[config.mk]
export PLATFORM = sky130hd
export DESIGN_NAME = irq_prio_ctrl
export DESIGN_NICKNAME = d
export VERILOG_FILES = /design/src/rtl/irqc_pkg.sv /design/src/rtl/irqc_cfg_regs.sv /design/src/rtl/irqc_req_latch.sv /design/src/rtl/irqc_arbiter.sv /design/src/rtl/irqc_service.sv /design/src/rtl/irq_prio_ctrl.sv
export SDC_FILE = /design/constraint.sdc
export NUM_CORES = 1
export LEC_CHECK = 0
export ABC_CLOCK_PERIOD_IN_PS = 4690
export BUFFER_PORTS_ARGS = -buffer_cell sky130_fd_sc_hd__buf_2
export CORE_UTILIZATION = 62
export DETAILED_ROUTE_END_ITERATION = 10
export GPL_ROUTABILITY_DRIVEN = 0
export GPL_TIMING_DRIVEN = 1
export PLACE_DENSITY = 0.92
export REMOVE_ABC_BUFFERS = 1
export SYNTH_ARGS = -nofsm -noshare
export SYNTH_HDL_FRONTEND = slang
export SYNTH_SLANG_ARGS = --single-unit
[constraint.sdc]
create_clock -name clk -period 4.69 [get_ports clk]
set_input_delay 0.2345 -clock clk [delete_from_list [all_inputs] [get_ports clk]]
set_output_delay 0.2345 -clock clk [all_outputs]
set_load 0.02 [all_outputs]
[src/rtl/irqc_pkg.sv]
package irqc_pkg;
  typedef enum logic [1:0] {
    CFG_TRIG   = 2'd0,
    CFG_ENABLE = 2'd1,
    CFG_VBASE  = 2'd2,
    CFG_ARB    = 2'd3
  } cfg_sel_e;

  typedef enum logic {
    ARB_STATIC = 1'b0,
    ARB_LATEST = 1'b1
  } arb_mode_e;
endpackage

[src/rtl/irqc_cfg_regs.sv]
module irqc_cfg_regs
  import irqc_pkg::*;
#(
  parameter int N_SRC  = 8,
  parameter int VEC_W  = 8,
  parameter int DATA_W = 8
) (
  input  logic              clk,
  input  logic              rst,
  input  logic              we,
  input  logic [1:0]        addr,
  input  logic [DATA_W-1:0] wdata,
  output logic [N_SRC-1:0]  edge_mode,
  output logic [N_SRC-1:0]  enable,
  output logic [VEC_W-1:0]  vbase,
  output arb_mode_e         arb
);
  always_ff @(posedge clk) begin
    if (rst) begin
      edge_mode <= '0;
      enable    <= '0;
      vbase     <= '0;
      arb       <= ARB_STATIC;
    end else if (we) begin
      case (cfg_sel_e'(addr))
        CFG_TRIG:   edge_mode <= wdata[N_SRC-1:0];
        CFG_ENABLE: enable    <= wdata[N_SRC-1:0];
        CFG_VBASE:  vbase     <= wdata[VEC_W-1:0];
        CFG_ARB:    arb       <= arb_mode_e'(wdata[0]);
      endcase
    end
  end
endmodule

[src/rtl/irqc_req_latch.sv]
module irqc_req_latch #(
  parameter int N_SRC = 8
) (
  input  logic             clk,
  input  logic             rst,
  input  logic [N_SRC-1:0] irq_in,
  input  logic [N_SRC-1:0] edge_mode,
  input  logic [N_SRC-1:0] clr_oh,
  output logic [N_SRC-1:0] pending,
  output logic [N_SRC-1:0] fresh
);
  logic [N_SRC-1:0] irq_q;
  logic [N_SRC-1:0] edge_pend;
  logic [N_SRC-1:0] pend_q;

  always_ff @(posedge clk) begin
    if (rst) begin
      irq_q     <= '0;
      edge_pend <= '0;
      pend_q    <= '0;
    end else begin
      irq_q  <= irq_in;
      pend_q <= pending;
      for (int i = 0; i < N_SRC; i++) begin
        if (!edge_mode[i])                edge_pend[i] <= 1'b0;
        else if (irq_in[i] && !irq_q[i])  edge_pend[i] <= 1'b1;
        else if (clr_oh[i])               edge_pend[i] <= 1'b0;
      end
    end
  end

  for (genvar g = 0; g < N_SRC; g++) begin : g_src
    assign pending[g] = edge_mode[g] ? edge_pend[g] : irq_q[g];
  end

  assign fresh = pending & ~pend_q;


  edge_hold_chk: assert property (@(posedge clk) disable iff (rst)
    (|edge_pend) |=> (((edge_pend | ~edge_mode) & $past(edge_pend & edge_mode & ~clr_oh))
                      == $past(edge_pend & edge_mode & ~clr_oh)));
endmodule

[src/rtl/irqc_arbiter.sv]
module irqc_arbiter
  import irqc_pkg::*;
#(
  parameter  int N_SRC = 8,
  localparam int SW    = $clog2(N_SRC)
) (
  input  logic             clk,
  input  logic             rst,
  input  logic [N_SRC-1:0] pending,
  input  logic [N_SRC-1:0] fresh,
  input  logic [N_SRC-1:0] enable,
  input  logic [N_SRC-1:0] isr,
  input  arb_mode_e        arb,
  input  logic             ack_fire,
  output logic             int_req_q,
  output logic [SW-1:0]    sel_q
);
  localparam logic [SW-1:0] TOP = SW'(N_SRC - 1);

  logic [N_SRC-1:0] elig;
  logic [SW-1:0]    stat_idx, fresh_idx, last_q, cand, win;

  for (genvar g = 0; g < N_SRC; g++) begin : g_elig
    if (g == N_SRC - 1) begin : g_nmi
      assign elig[g] = pending[g];
    end else begin : g_norm
      assign elig[g] = pending[g] & enable[g] & ~(|isr[N_SRC-1:g]);
    end
  end

  always_comb begin
    stat_idx  = '0;
    fresh_idx = '0;
    for (int k = 0; k < N_SRC; k++) begin
      if (elig[k])  stat_idx  = SW'(k);
      if (fresh[k]) fresh_idx = SW'(k);
    end
    cand = (|fresh) ? fresh_idx : last_q;
    if (elig[TOP])                              win = TOP;
    else if (arb == ARB_LATEST && elig[cand])   win = cand;
    else                                        win = stat_idx;
  end

  always_ff @(posedge clk) begin
    if (rst) begin
      int_req_q <= 1'b0;
      sel_q     <= '0;
      last_q    <= '0;
    end else begin
      int_req_q <= (|elig) && !ack_fire;
      sel_q     <= win;
      if (|fresh) last_q <= fresh_idx;
    end
  end


  enable_gate_chk: assert property (@(posedge clk) disable iff (rst)
    (int_req_q && sel_q != TOP && $stable(enable)) |-> enable[sel_q]);
endmodule

[src/rtl/irqc_service.sv]
module irqc_service #(
  parameter  int N_SRC = 8,
  localparam int SW    = $clog2(N_SRC)
) (
  input  logic             clk,
  input  logic             rst,
  input  logic             int_ack,
  input  logic             int_req,
  input  logic             eoi,
  input  logic [SW-1:0]    sel,
  output logic             ack_fire,
  output logic [N_SRC-1:0] ack_oh,
  output logic [N_SRC-1:0] isr
);
  localparam logic [N_SRC-1:0] ONE = N_SRC'(1);
  localparam logic [SW-1:0]    TOP = SW'(N_SRC - 1);

  logic [N_SRC-1:0] top_oh;

  assign ack_fire = int_ack & int_req;
  assign ack_oh   = ack_fire ? (ONE << sel) : '0;

  always_comb begin
    top_oh = '0;
    for (int k = 0; k < N_SRC; k++)
      if (isr[k]) top_oh = ONE << k;
  end

  always_ff @(posedge clk) begin
    if (rst) isr <= '0;
    else     isr <= (isr & ~(eoi ? top_oh : '0)) | ack_oh;
  end


  nest_order_chk: assert property (@(posedge clk) disable iff (rst)
    ack_fire |-> (sel == TOP || (isr >> sel) == '0));


  eoi_single_chk: assert property (@(posedge clk) disable iff (rst)
    (eoi && !ack_fire && isr != '0) |=> ($countones(isr) == $countones($past(isr)) - 1));


  stray_ack_chk: assert property (@(posedge clk) disable iff (rst)
    (int_ack && !int_req && !eoi) |=> $stable(isr));


  ack_eoi_chk: assert property (@(posedge clk) disable iff (rst)
    (ack_fire && eoi) |=> isr[$past(sel)]);
endmodule

[src/rtl/irq_prio_ctrl.sv]
module irq_prio_ctrl
  import irqc_pkg::*;
#(
  parameter  int N_SRC  = 8,
  parameter  int VEC_W  = 8,
  parameter  int DATA_W = 8,
  localparam int SW     = $clog2(N_SRC)
) (
  input  logic              clk,
  input  logic              rst,
  input  logic [N_SRC-1:0]  irq_in,
  input  logic              cfg_we,
  input  logic [1:0]        cfg_addr,
  input  logic [DATA_W-1:0] cfg_wdata,
  output logic              int_req,
  input  logic              int_ack,
  output logic [SW-1:0]     ack_num,
  output logic [VEC_W-1:0]  ack_vec,
  input  logic              eoi
);
  logic [N_SRC-1:0] edge_mode, enable, pending, fresh, isr, ack_oh;
  logic [VEC_W-1:0] vbase;
  arb_mode_e        arb;
  logic             ack_fire;
  logic [SW-1:0]    sel_q;

  irqc_cfg_regs #(.N_SRC(N_SRC), .VEC_W(VEC_W), .DATA_W(DATA_W)) u_cfg (
    .clk(clk), .rst(rst), .we(cfg_we), .addr(cfg_addr), .wdata(cfg_wdata),
    .edge_mode(edge_mode), .enable(enable), .vbase(vbase), .arb(arb));

  irqc_req_latch #(.N_SRC(N_SRC)) u_latch (
    .clk(clk), .rst(rst), .irq_in(irq_in), .edge_mode(edge_mode),
    .clr_oh(ack_oh), .pending(pending), .fresh(fresh));

  irqc_arbiter #(.N_SRC(N_SRC)) u_arb (
    .clk(clk), .rst(rst), .pending(pending), .fresh(fresh), .enable(enable),
    .isr(isr), .arb(arb), .ack_fire(ack_fire), .int_req_q(int_req), .sel_q(sel_q));

  irqc_service #(.N_SRC(N_SRC)) u_svc (
    .clk(clk), .rst(rst), .int_ack(int_ack), .int_req(int_req), .eoi(eoi),
    .sel(sel_q), .ack_fire(ack_fire), .ack_oh(ack_oh), .isr(isr));

  assign ack_num = sel_q;
  assign ack_vec = vbase + VEC_W'(sel_q);


  ack_drop_chk: assert property (@(posedge clk) disable iff (rst)
    (int_ack && int_req) |=> !int_req);
endmodule

After elaboration in Yosys (flattened, before gate mapping)
Cells that the tools add are included.
{"block": "classes", "addsub": 1, "order_cmp": 1, "n_eq_ne": 3, "shift": 1, "n_mux": 52, "bitwise_logic": 35, "reduce_logical": 49}
{"op": "$mux 3", "count": 13}
{"op": "$mux 1", "count": 28}
{"op": "$mux 8", "count": 3}
{"op": "$reduce_or 8->1", "count": 3}
{"op": "$reduce_or 2->1", "count": 9}
{"op": "$and 8x8->8", "count": 2}
{"op": "$not 8->8", "count": 2}
{"op": "$reduce_bool 2->1", "count": 8}
{"op": "$and 1x1->1", "count": 15}
{"op": "$not 1->1", "count": 15}
{"op": "$logic_and 1x1->1", "count": 10}
{"op": "$logic_not 1->1", "count": 9}
{"op": "$add 8x3->8", "count": 1}
{"op": "$or 8x8->8", "count": 1}
{"op": "$reduce_and 2->1", "count": 4}
{"op": "$shl 1x3->8 const A", "count": 1}
{"op": "$mux 7", "count": 1}
{"op": "$reduce_or 7->1", "count": 1}
{"op": "$mux 2", "count": 3}
{"op": "$mux 6", "count": 1}
{"op": "$reduce_or 6->1", "count": 1}
{"op": "$mux 5", "count": 1}
{"op": "$reduce_or 5->1", "count": 1}
{"op": "$eq 2x2->1 const B", "count": 2}
{"op": "7 further kinds", "count": 7}
{"block": "totals", "register_bits": 63, "in_bits": 23, "output_inout_bits": 12, "wordCells": 160}

Longest topological paths before layout
Gate-level depths: netlist of run 1.
{"block": "logic_depth", "depth_word": 15, "ltp_mapped": 9, "depth_no_buf": 8}

Cells and area by module
A second synthesis of run 1 with hierarchy kept.
{"block": "unflattened", "hier_cells": 341, "area_unflattened_um2": 3156.8}
{"mod": "irqc_cfg_regs", "instances": 1, "cells_each": 94, "area_each_um2": 1028.5, "seq_area_each_um2": 500.5}
{"mod": "irqc_req_latch", "instances": 1, "cells_each": 98, "area_each_um2": 952.2, "seq_area_each_um2": 480.5}
{"mod": "irqc_arbiter", "instances": 1, "cells_each": 74, "area_each_um2": 589.3, "seq_area_each_um2": 140.1}
{"mod": "irqc_service", "instances": 1, "cells_each": 51, "area_each_um2": 400.4, "seq_area_each_um2": 160.2}
{"mod": "irq_prio_ctrl", "instances": 1, "cells_each": 24, "area_each_um2": 186.4, "seq_area_each_um2": 0.0}

Worst setup path after synthesis of run 1
Ideal clock, no wire load.
{"block": "synth_timing", "kind": "register to register", "startpoint": "register u_cfg.edge_mode[5]", "endpoint": "register u_arb.sel_q[0]", "arrival_ns": 2.532, "required_ns": 4.599, "path_slack_ns": 2.067, "path_stages_with_launch": 9, "period_less_slack_ns": 2.623, "path_cell_list": "dfxtp_1 mux2i_4 o22ai_4 or4_4 o22ai_4 mux2i_1 a2111o_1 o211a_1 a311oi_1"}
{"block": "synth_via", "elab_chain_cells": 11}
{"item": "start, declared", "line": "irqc_cfg_regs.sv:13", "text": "output logic [N_SRC-1:0] edge_mode,"}
{"item": "start signal, assigned", "line": "irqc_cfg_regs.sv:26", "text": "CFG_TRIG: edge_mode <= wdata[N_SRC-1:0];"}
{"item": "$mux 1 (*)", "line": "irqc_req_latch.sv:33", "text": "assign pending[g] = edge_mode[g] ? edge_pend[g] : irq_q[g];"}
{"item": "$and 8x8->8", "line": "irqc_req_latch.sv:36", "text": "assign fresh = pending & ~pend_q;"}
{"item": "$mux 3 (3 in a row)", "line": "irqc_arbiter.sv:36", "text": "if (fresh[k]) fresh_idx = SW'(k);"}
{"item": "$mux 3", "line": "irqc_arbiter.sv:38", "text": "cand = (|fresh) ? fresh_idx : last_q;"}
{"item": "$bmux 1 s3", "line": "irqc_arbiter.sv:40", "text": "else if (arb == ARB_LATEST && elig[cand]) win = cand;"}
{"item": "$mux 1 (not written as such)", "line": "irqc_arbiter.sv:40"}
{"item": "$logic_and 1x1->1", "line": "irqc_arbiter.sv:40"}
{"item": "$mux 3 (*)", "line": "irqc_arbiter.sv:40"}
{"item": "$mux 3 (*)", "line": "irqc_arbiter.sv:39", "text": "if (elig[TOP]) win = TOP;"}
{"item": "end signal, assigned", "line": "irqc_arbiter.sv:51", "text": "sel_q <= win;"}
{"item": "end, declared", "line": "irqc_arbiter.sv:16", "text": "output logic [SW-1:0] sel_q"}
Every way passes the cells marked *; elsewhere a longest branch is shown, timed or not. The select of a mux whose other input is x is not followed.
A chain may end at the register's enable or synchronous reset.

Final worst setup path of run 1
{"block": "layout_timing", "startpoint": "register u_cfg.edge_mode[7]", "endpoint": "register u_arb.sel_q[0]"}
{"block": "layout_via", "elab_chain_cells": 9}
{"item": "$mux 1 (*)", "line": "irqc_req_latch.sv:33"}
{"item": "$and 8x8->8", "line": "irqc_req_latch.sv:36"}
{"item": "$reduce_or 8->1 / $mux 3 (equally long branches)", "line": "irqc_arbiter.sv:38, irqc_arbiter.sv:36"}
{"item": "$mux 3", "line": "irqc_arbiter.sv:38"}
{"item": "$bmux 1 s3", "line": "irqc_arbiter.sv:40"}
{"item": "$mux 1 (not written as such)", "line": "irqc_arbiter.sv:40"}
{"item": "$logic_and 1x1->1", "line": "irqc_arbiter.sv:40"}
{"item": "$mux 3", "line": "irqc_arbiter.sv:40"}
{"item": "$mux 3 (*)", "line": "irqc_arbiter.sv:39"}
Marked as above.

==> metrics.txt, run 1 <==
status finished with violations; violated checks DRC; Pwr Density 374 nW/µm²; final hold viol count 0; crit-path max FO 11; Crit Path Class flip-flop to flip-flop; Congestion Overflow GR 0; Sw Share 0.246; placed cell count 389; area occupied by multi-input gates 1570 µm²; Worst Tran Pin Value 1.08 ns; dpl cell area 3120 µm²; P_int 944 µW; Hold Path Class input port to flip-flop; CP max-delay cell or4_4; post-synthesis register bit count 63; slowest stage delay, CP 0.60 ns; die width 70.8 µm; non-filler cells, final 405; Die H 70.8 µm; Seq. cell area 1260 µm²; vias in the first global route 2367; Sw Pwr 308 µW; clock insertion delay at the later pin of the skew report 0.34 ns; Total Wirelength 6570 µm; # diodes 0; mapped cell area 2930 µm²; Filler Cell Count 325; Sequential Power Share 0.458; FMAX 0.324 GHz; cts hold-fix bufs 0; Setup violations, final 0; via count 2445; fin crit period 3.08 ns; # nets final 375; Worst-path clk slew 0.07 ns; Routed Antenna Nets 0; number of gates resized after cts 0; setup TNS 0 ns; Final Util 0.754; Critical Path Sink Type flip-flop; antenna violations before repair 0; worst IR drop on VDD 297 µV; async set-or-reset flop fraction in the synthesized netlist 0; register area share after synthesis 0.430; Final period util 0.657; CTS Buf Count 9; leakage dissipation 0.00143 µW; Clock Tree Root clkbuf_8; first-pass iteration count of the detailed router 7; final slew viol count 0; IO Pins 35; Max-Cap Viols 0; RSZ-0062 raised after global routing no; post-synthesis cell count 313; die area 5010 µm²; first-pass GRT wire length 11000 µm; Mapped Avg Cell Area 9.37 µm²; Most Frequent Cell on Critical Path mux2i_1; 1st-iter DRT viols 184; pin count of the biggest net entering global routing 64; CP required 4.92 ns; yosys warns 0; Combinational Power Share 0.115; Clock Sink Count 63; Post-CTS Setup Bufs 0; post-DP HPWL 4600 µm; most used flip-flop cell after synthesis dfxtp_1; wire length per cell 16.2 µm; Overall Global Routing Usage 0.288; clock skew 0.00600 ns; fraction of layout cells with a size suffix above 1 0.201; clk buf depth 2; fin area 3350 µm²; Starting Density 0.660; crit start category flip-flop; Relative slew margins 0.278; clock group share of total power 0.426; TritonCTS clock tree yes; H-tree levels 3; P&R area growth vs syn 14.3%; Buffers on Ports 34; core area 4440 µm²; Yosys cell types 55; Post-synth EDFFs 0; CP arrival 3.31 ns; placement row count 24; crit path cell chain mux2i_1 > buf_4 > o22ai_1 > or4_4 > o22ai_4 > mux2i_1 > a2111o_1 > o211a_1 > a311oi_1; DR DRC count 6; Avg Vias per Cell 6.04
## metal layers
layer | global-route usage | vias up | part of all wire
met4 | 0.158 | 0 | 0.034
met1 | 0.355 | 1125 | 0.42
met2 | 0.469 | 121 | 0.47
met3 | 0.0641 | 25 | 0.074
met5 | 0 | - | 0
li1 | - | 1174 | -
## synth_stat cells, drive strengths merged, types with 4 or more instances
master / number / area (µm²)
a21oi: 20 / 100
clkbuf: 8 / 40.0
nor3b: 9 / 67.6
xnor2: 5 / 43.8
nand3: 5 / 25.0
nor2: 46 / 173
o21ai: 6 / 30.0
nand2: 24 / 90.1
mux2i: 33 / 359
dfxtp: 63 / 1260
buf: 4 / 23.8
o22ai: 6 / 65.1
nor2b: 21 / 134
inv: 9 / 33.8
nand3b: 5 / 37.5
## metrics by stage
step / power (µW) / hold WS (ns) / worst slack [ns]
floorplan: 677 / 0.304 / 1.78
finish: 1250 / 0.115 / 1.61
detailed placement: 726 / 0.452 / 1.83
global route: 1300 / 0.111 / 1.46
global placement: 721 / 0.440 / 1.94
CTS: 1260 / 0.107 / 1.63
## cell type report
type	count	area share
inverter	9	0.0101
timing repair buffer	36	0.0553
sequential	63	0.377
clock inverter	5	0.0239
multi-input combinational	229	0.470
clock buffer	11	0.0452
tap	52	0.0194
## final timing paths
kind	from	endpoint	slack, ns	cells past startpoint
worst max-delay path	u_cfg.edge_mode[7]	u_arb.sel_q[0]	1.61	9
worst min-delay path	irq_in[0]	u_latch.irq_q[0]	0.11	2
worst max register to register	u_cfg.edge_mode[7]	u_arb.sel_q[0]	1.61	9
worst min register to register	u_svc.isr[4]	u_svc.isr[4]	0.46	2
## kinds of logic after synthesis
logic type | share of synthesized area
AOI/OAI and AO/OA | 0.141
xor gates and xnor gates | 0.0179
adders and majority gates | 0.0196
buffers and inverters | 0.0333
DFF | 0.430
muxes | 0.134
and+or+nand+nor | 0.224
## placed cells by master, fill, tap and decap left out, types with 4 or more instances in the layout
cell / instances
o21ai_0: 6
nor2b_1: 20
dfxtp_1: 63
nor2_1: 46
inv_1: 9
nand3_1: 5
nand3b_1: 5
o22ai_1: 4
mux2i_1: 30
nor3b_1: 9
buf_2: 34
xnor2_1: 5
clkbuf_8: 11
a21oi_1: 20
nand2_1: 24
## sequential cells by signal, indices dropped and copies added (netlist names)
signal / flops
u_latch.pend_q: 8
u_arb.int_req_q: 1
u_arb.sel_q: 3
u_svc.isr: 8
u_latch.edge_pend: 8
u_cfg.edge_mode: 8
u_cfg.enable: 7
u_cfg.vbase: 8
u_latch.irq_q: 8
u_arb.last_q: 3
u_cfg.arb: 1
## worst max-delay path: cells and delay by family, from the launching register on
kind / cells / cell delay (ns)
muxes: 2 / 0.38
AOI/OAI and AO/OA: 5 / 1.42
DFF: 1 / 0.36
buffers and inverters: 1 / 0.20
and+or+nand+nor: 1 / 0.60
## power by group through the flow
stage	Sequential, µW	Combinational, µW	Clock [µW]
CTS	574	143	540
global placement	584	137	0
floorplan	583	93.7	0
finish	574	145	534
detailed placement	585	141	0
global route	576	157	564
No activity file was read; power rests on OpenSTA's default activity.
==> run 2: changes to the inputs <==
--- a/config.mk
+++ b/config.mk
@@ -5,13 +5,13 @@
 export SDC_FILE = /design/constraint.sdc
 export NUM_CORES = 1
 export LEC_CHECK = 0
-export ABC_CLOCK_PERIOD_IN_PS = 4690
+export ABC_CLOCK_PERIOD_IN_PS = 2490
 export BUFFER_PORTS_ARGS = -buffer_cell sky130_fd_sc_hd__buf_2
-export CORE_UTILIZATION = 62
+export CORE_UTILIZATION = 52
 export DETAILED_ROUTE_END_ITERATION = 10
 export GPL_ROUTABILITY_DRIVEN = 0
 export GPL_TIMING_DRIVEN = 1
-export PLACE_DENSITY = 0.92
+export PLACE_DENSITY = 0.83
 export REMOVE_ABC_BUFFERS = 1
 export SYNTH_ARGS = -nofsm -noshare
 export SYNTH_HDL_FRONTEND = slang
==> constraint.sdc (replaced) <==
create_clock -name clk -period 2.49 [get_ports clk]
set_input_delay 0.1245 -clock clk [delete_from_list [all_inputs] [get_ports clk]]
set_output_delay 0.1245 -clock clk [all_outputs]
set_load 0.02 [all_outputs]
==> metrics.txt, run 2 (synthesis gave the netlist of run 1 again) <==
status finished with violations; violated checks setup timing; clk buf depth 2 (unchanged); CTS Buf Count 9 (unchanged); crit-path max FO 4 (-7); clock insertion delay at the later pin of the skew report 0.35 ns (about the same); Routed Antenna Nets 0 (unchanged); IO Pins 35 (unchanged); Most Frequent Cell on Critical Path o22ai_4; crit path buf inv count 2 (+1); commonest non-fill, non-tap cell in the layout dfxtp_1; fraction of layout cells with a size suffix above 1 0.329 (+0.128); Pwr Density 605 nW/µm² (+62%); slowest stage delay, CP 0.45 ns (-0.15 ns); core area 5270 µm² (+19%); Seq. cell area 1270 µm² (+1.1%); die width 77.1 µm (+8.9%); placement row count 26 (+8.3%); non-filler cells, final 471 (+16%); # diodes 0 (unchanged); H-tree levels 3 (unchanged); Relative slew margins 0.581 (+0.302); Congestion Overflow GR 0 (unchanged); Clock Tree Root clkbuf_8; first-pass GRT wire length 12800 µm (+16%); Place WS -0.230 ns (-2.06 ns); crit path cell chain mux2i_4 > o22ai_4 > buf_6 > o41ai_2 > buf_4 > o22ai_4 > mux2i_2 > a2111o_1 > o211a_1 > a311oi_1; final slew viol count 0 (unchanged); Clock Sink Count 63 (unchanged); Starting Density 0.556 (-0.103); Crit Path Class flip-flop to flip-flop; Top Metal Used met4; first-pass iteration count of the detailed router 5 (-2); Final period util 1.05 (+0.396); Filler Cell Count 409 (+26%); CP delay by family, top compound AO/OA/AOI/OAI gates; placed cell count 444 (+14%); Setup violations, final 3 (+3); Overall Global Routing Usage 0.282 (-0.00573); RSZ-0062 raised after global routing yes; Avg Vias per Cell 5.77 (-4.3%); clock skew 0.00833 ns (+0.00232 ns); via count 2720 (+11%); Worst-path clk slew 0.07 ns (about the same); met2 WL post-DR 3960 µm (+28%); die area 5940 µm² (+19%); Crit path depth 10 (+1); area occupied by multi-input gates 1690 µm² (+7.4%); Setup WS post-layout -0.132 ns (-1.74 ns); most frequent cells in the layout 56 x dfxtp_1, 46 x nor2_1, 41 x buf_4; Hold Path Class input port to flip-flop; antenna violations before repair 0 (unchanged); vias in the first global route 2788 (+18%); crit start category flip-flop; CP max-delay cell a2111o_1; Max-Cap Viols 0 (unchanged); pin count of the biggest net entering global routing 64 (unchanged); TritonCTS clock tree yes; worst hold stages 2 (unchanged); post-DP HPWL 5200 µm (+13%); P&R area growth vs syn 31.5%; Critical Path Sink Type flip-flop; wire length per cell 17.1 µm (+5.5%); Total Wirelength 8060 µm (+23%); fin crit period 2.62 ns (-0.459 ns); CP required 2.75 ns (-2.17 ns); M1 wire length 3250 µm (+17%); Buffers on Ports 34 (unchanged); # nets final 423 (+13%); 1st-iter DRT viols 185 (+0.54%); worst r2r path cells 10 (+1); worst IR drop on VDD 447 µV (+50%); Worst Tran Pin Value 0.627 ns (-0.456 ns); CP arrival 2.88 ns (-0.43 ns); final hold viol count 0 (unchanged); FMAX 0.381 GHz (+18%); DR DRC count 0 (-6); Die H 77.1 µm (+8.9%); wire length on met3 625 µm (+29%); leakage dissipation 0.00169 µW (+18%)
## run 2: cell types whose count changed in the layout (fill, tap and decap cells not counted), sizes merged
cell         previous run  this run
dlygate4sd3             0         6
buf                    36        78
bufinv                  2         1
clkinvlp                2         0
clkbuf                 11        12
clkinv                  1         3
## run 2: path summary, 6_finish.rpt
check | startpoint | end | slack (ns)
max | u_cfg.edge_mode[3] | u_arb.sel_q[0] | -0.13
min | irq_in[6] | u_latch.irq_q[6] | 0.01
max reg2reg | u_cfg.edge_mode[3] | u_arb.sel_q[0] | -0.13
min reg2reg | u_svc.isr[4] | u_svc.isr[4] | 0.47
## run 2: through the flow
step | util | hold slack, ns | setup TNS (ns) | area (µm²) | total power [µW]
floorplan | - | 0.194 | -1.11 | 2870 | 1270
global placement | 0.651 | 0.345 | -0.301 | 3430 | 1410
detailed placement | 0.651 | 0.355 | -0.529 | 3430 | 1420
CTS | 0.714 | 0.00122 | -0.0991 | 3760 | 2320
global route | 0.732 | 0.0273 | -0.630 | 3860 | 2420
finish | 0.732 | 0.0114 | -0.273 | 3860 | 2330
## run 2: routing by layer
metal / up-vias / global-route usage
li1: 1278 / -
met1: 1287 / 0.319
met2: 126 / 0.476
met3: 29 / 0.0952
met4: 0 / 0.134
met5: - / 0
## run 2: report_power, final
| part | switching, µW | total, µW | internal [µW] |
|---|---|---|---|
| clock network | 388 | 872 | 485 |
| logic | 187 | 373 | 185 |
| registers | 41.3 | 1090 | 1050 |
## run 2: layout make-up
cell class,count,area share
clock buffers,12,0.0376
flip-flops and latches,63,0.331
inverters,9,0.00876
clock inverters,4,0.0117
well taps,70,0.0227
repair buffers,84,0.151
multi-input cells,229,0.438
## run 2: repair_timing
| action | CTS | global route |
|---|---|---|
| setup endpoints to repair | 4 | 4 |
| buffers inserted | 4 | 1 |
| pin swaps | 7 | 3 |
| gates resized for setup | 14 | 18 |
| endpoints found under the hold margin | 6 | 0 |
| hold buffers | 6 | 0 |
==> run 3: changes to the inputs <==
--- a/config.mk
+++ b/config.mk
@@ -7,7 +7,9 @@
 export LEC_CHECK = 0
 export ABC_CLOCK_PERIOD_IN_PS = 2490
 export BUFFER_PORTS_ARGS = -buffer_cell sky130_fd_sc_hd__buf_2
+export CORE_MARGIN = 5
 export CORE_UTILIZATION = 52
+export CTS_CLUSTER_SIZE = 40
 export DETAILED_ROUTE_END_ITERATION = 10
 export GPL_ROUTABILITY_DRIVEN = 0
 export GPL_TIMING_DRIVEN = 1
==> constraint.sdc (replaced) <==
create_clock -name clk -period 2.49 [get_ports clk]
set_input_delay 0.1245 -clock clk [delete_from_list [all_inputs] [get_ports clk]]
set_output_delay 0.1245 -clock clk [all_outputs]
set_load 0.1 [all_outputs]
==> metrics.txt, run 3 (synthesis gave the netlist of run 1 again) <==
Setup violations, final 3 (unchanged); TritonCTS clock tree yes; Clock Sink Count 63 (unchanged); Avg Vias per Cell 5.64 (-2.3%); Total Wirelength 8140 µm (+0.89%); status finished with violations; commonest non-fill, non-tap cell in the layout dfxtp_1; CP arrival 2.89 ns (about the same); core area 5510 µm² (+4.5%); first-pass iteration count of the detailed router 4 (-1); Die H 85.1 µm (+10%); slowest stage delay, CP 0.58 ns (+0.13 ns); crit start category flip-flop; fraction of layout cells with a size suffix above 1 0.344 (+0.0143); Final Util 0.692 (-0.0396); vias in the first global route 2728 (-2.2%); Relative slew margins 0.600 (+0.0194); CTS Buf Count 9 (unchanged); Routed Antenna Nets 0 (unchanged); die width 85.1 µm (+10%); Hold Path Class input port to flip-flop; Congestion Overflow GR 0 (unchanged); IO Pins 35 (unchanged); Critical Path Sink Type flip-flop; clock insertion delay at the later pin of the skew report 0.34 ns (about the same); CP delay by family, top compound AO/OA/AOI/OAI gates; cts hold-fix bufs 0 (-6); Crit Path Class flip-flop to flip-flop; clock skew 0.0115 ns (+0.00321 ns); final slew viol count 0 (unchanged); crit path cell chain mux2i_2 > o22ai_2 > or4_4 > o22ai_4 > mux2i_2 > a2111o_1 > o21a_1 > a311oi_1; CP max-delay cell or4_4; Overall Global Routing Usage 0.225 (-0.0571); CP required 2.74 ns (about the same); RSZ-0062 raised after global routing yes; fin crit period 2.64 ns (+0.0219 ns); Worst-path clk slew 0.07 ns (about the same); via count 2624 (-3.5%); leakage dissipation 0.00166 µW (-1.8%); wire length per cell 17.5 µm (+2.2%); Setup WS post-layout -0.154 ns (-0.0219 ns); Starting Density 0.532 (-0.0239); P&R area growth vs syn 30.0%; Clock Tree Root clkbuf_8; Buffers on Ports 34 (unchanged); violated checks setup timing; # diodes 0 (unchanged); 1st-iter DRT viols 185 (unchanged); Most Frequent Cell on Critical Path mux2i_2; Max-Cap Viols 0 (unchanged); Pwr Density 631 nW/µm² (+4.4%); crit path buf inv count 0 (-2); final hold viol count 0 (unchanged); DR DRC count 0 (unchanged); crit-path max FO 4 (unchanged); worst IR drop on VDD 451 µV (+0.99%); Place WS -0.251 ns (-0.0205 ns); antenna violations before repair 0 (unchanged); pin count of the biggest net entering global routing 39 (-39%); die area 7240 µm² (+22%); post-DP HPWL 5660 µm (+8.9%); Worst Tran Pin Value 0.598 ns (-0.0290 ns); FMAX 0.378 GHz (-0.83%); # nets final 417 (-1.4%); H-tree levels 3 (unchanged); most frequent cells in the layout 57 x dfxtp_1, 46 x nor2_1, 44 x buf_4; placement row count 27 (+3.8%); Final period util 1.06 (+0.00879); clk buf depth 2 (unchanged); first-pass GRT wire length 12700 µm (-0.76%)
## run 3: cell types whose count changed in the layout (fill, tap and decap cells not counted), sizes merged
| cell | change |
|---|---|
| clkbuf | -1 |
| buf | -1 |
| clkinvlp | +1 |
| clkinv | -1 |
| dlygate4sd3 | -6 |
## run 3: worst register-to-register path, delay by kind of cell, from the launching register on
kind | cells | cell delay [ns]
multiplexers | 2 | 0.41
flip-flops | 1 | 0.35
AND/OR/NAND/NOR | 1 | 0.58
AO/OA/AOI/OAI | 5 | 1.21
## run 3: per-layer routing
metal	vias to the layer above	share of wire	global-route usage
met5	-	0	0
met2	97	0.50	0.374
met3	22	0.074	0.0757
met1	1249	0.40	0.259
met4	0	0.026	0.105
li1	1256	-	-
## run 3: repair_timing
item                                    in CTS  in global routing
setup buffers                                5                  2
pin swaps                                   10                  7
endpoints found under the setup margin       3                  4
resized for setup                           11                 20
## run 3: report_power, final
| group | leakage (µW) | total (µW) | switching, µW | internal [µW] |
|---|---|---|---|---|
| logic | 0.00105 | 457 | 270 | 187 |
| clock network | 0.0000940 | 867 | 393 | 475 |
| registers | 0.000517 | 1080 | 36.3 | 1050 |
## run 3: final timing paths
| path | depth (start not counted) | startpoint | endpoint | slack, ns |
|---|---|---|---|---|
| worst min register to register | 2 | u_svc.isr[0] | u_svc.isr[0] | 0.45 |
| worst max-delay path | 8 | u_cfg.edge_mode[6] | u_arb.sel_q[1] | -0.15 |
| worst min-delay path | 2 | irq_in[5] | u_latch.irq_q[5] | 0.008 |
| worst max register to register | 8 | u_cfg.edge_mode[6] | u_arb.sel_q[1] | -0.15 |
## run 3: per-stage QoR
stage / total power, µW / hold slack (ns) / instance area (µm²) / cells / TNS [ns]
after floorplan: 1350 / 0.194 / 2870 / 301 / -7.31
after global placement: 1490 / 0.346 / 3440 / 444 / -0.260
after detailed placement: 1500 / 0.354 / 3440 / 444 / -0.561
after CTS: 2370 / 0.000866 / 3700 / 463 / -0.137
after global routing: 2490 / 0.0136 / 3810 / 465 / -0.766
final: 2410 / 0.00830 / 3810 / 465 / -0.385
## run 3: cell type report
cell class | count | area (µm²)
Clock buffer | 10 | 138
Clock inverter | 4 | 47.5
Timing Repair Buffer | 78 | 536
Sequential cell | 63 | 1270
Inverter | 9 | 33.8
Fill cell | 407 | 1700
Multi-Input combinational cell | 229 | 1700
Tap cell | 72 | 90.1
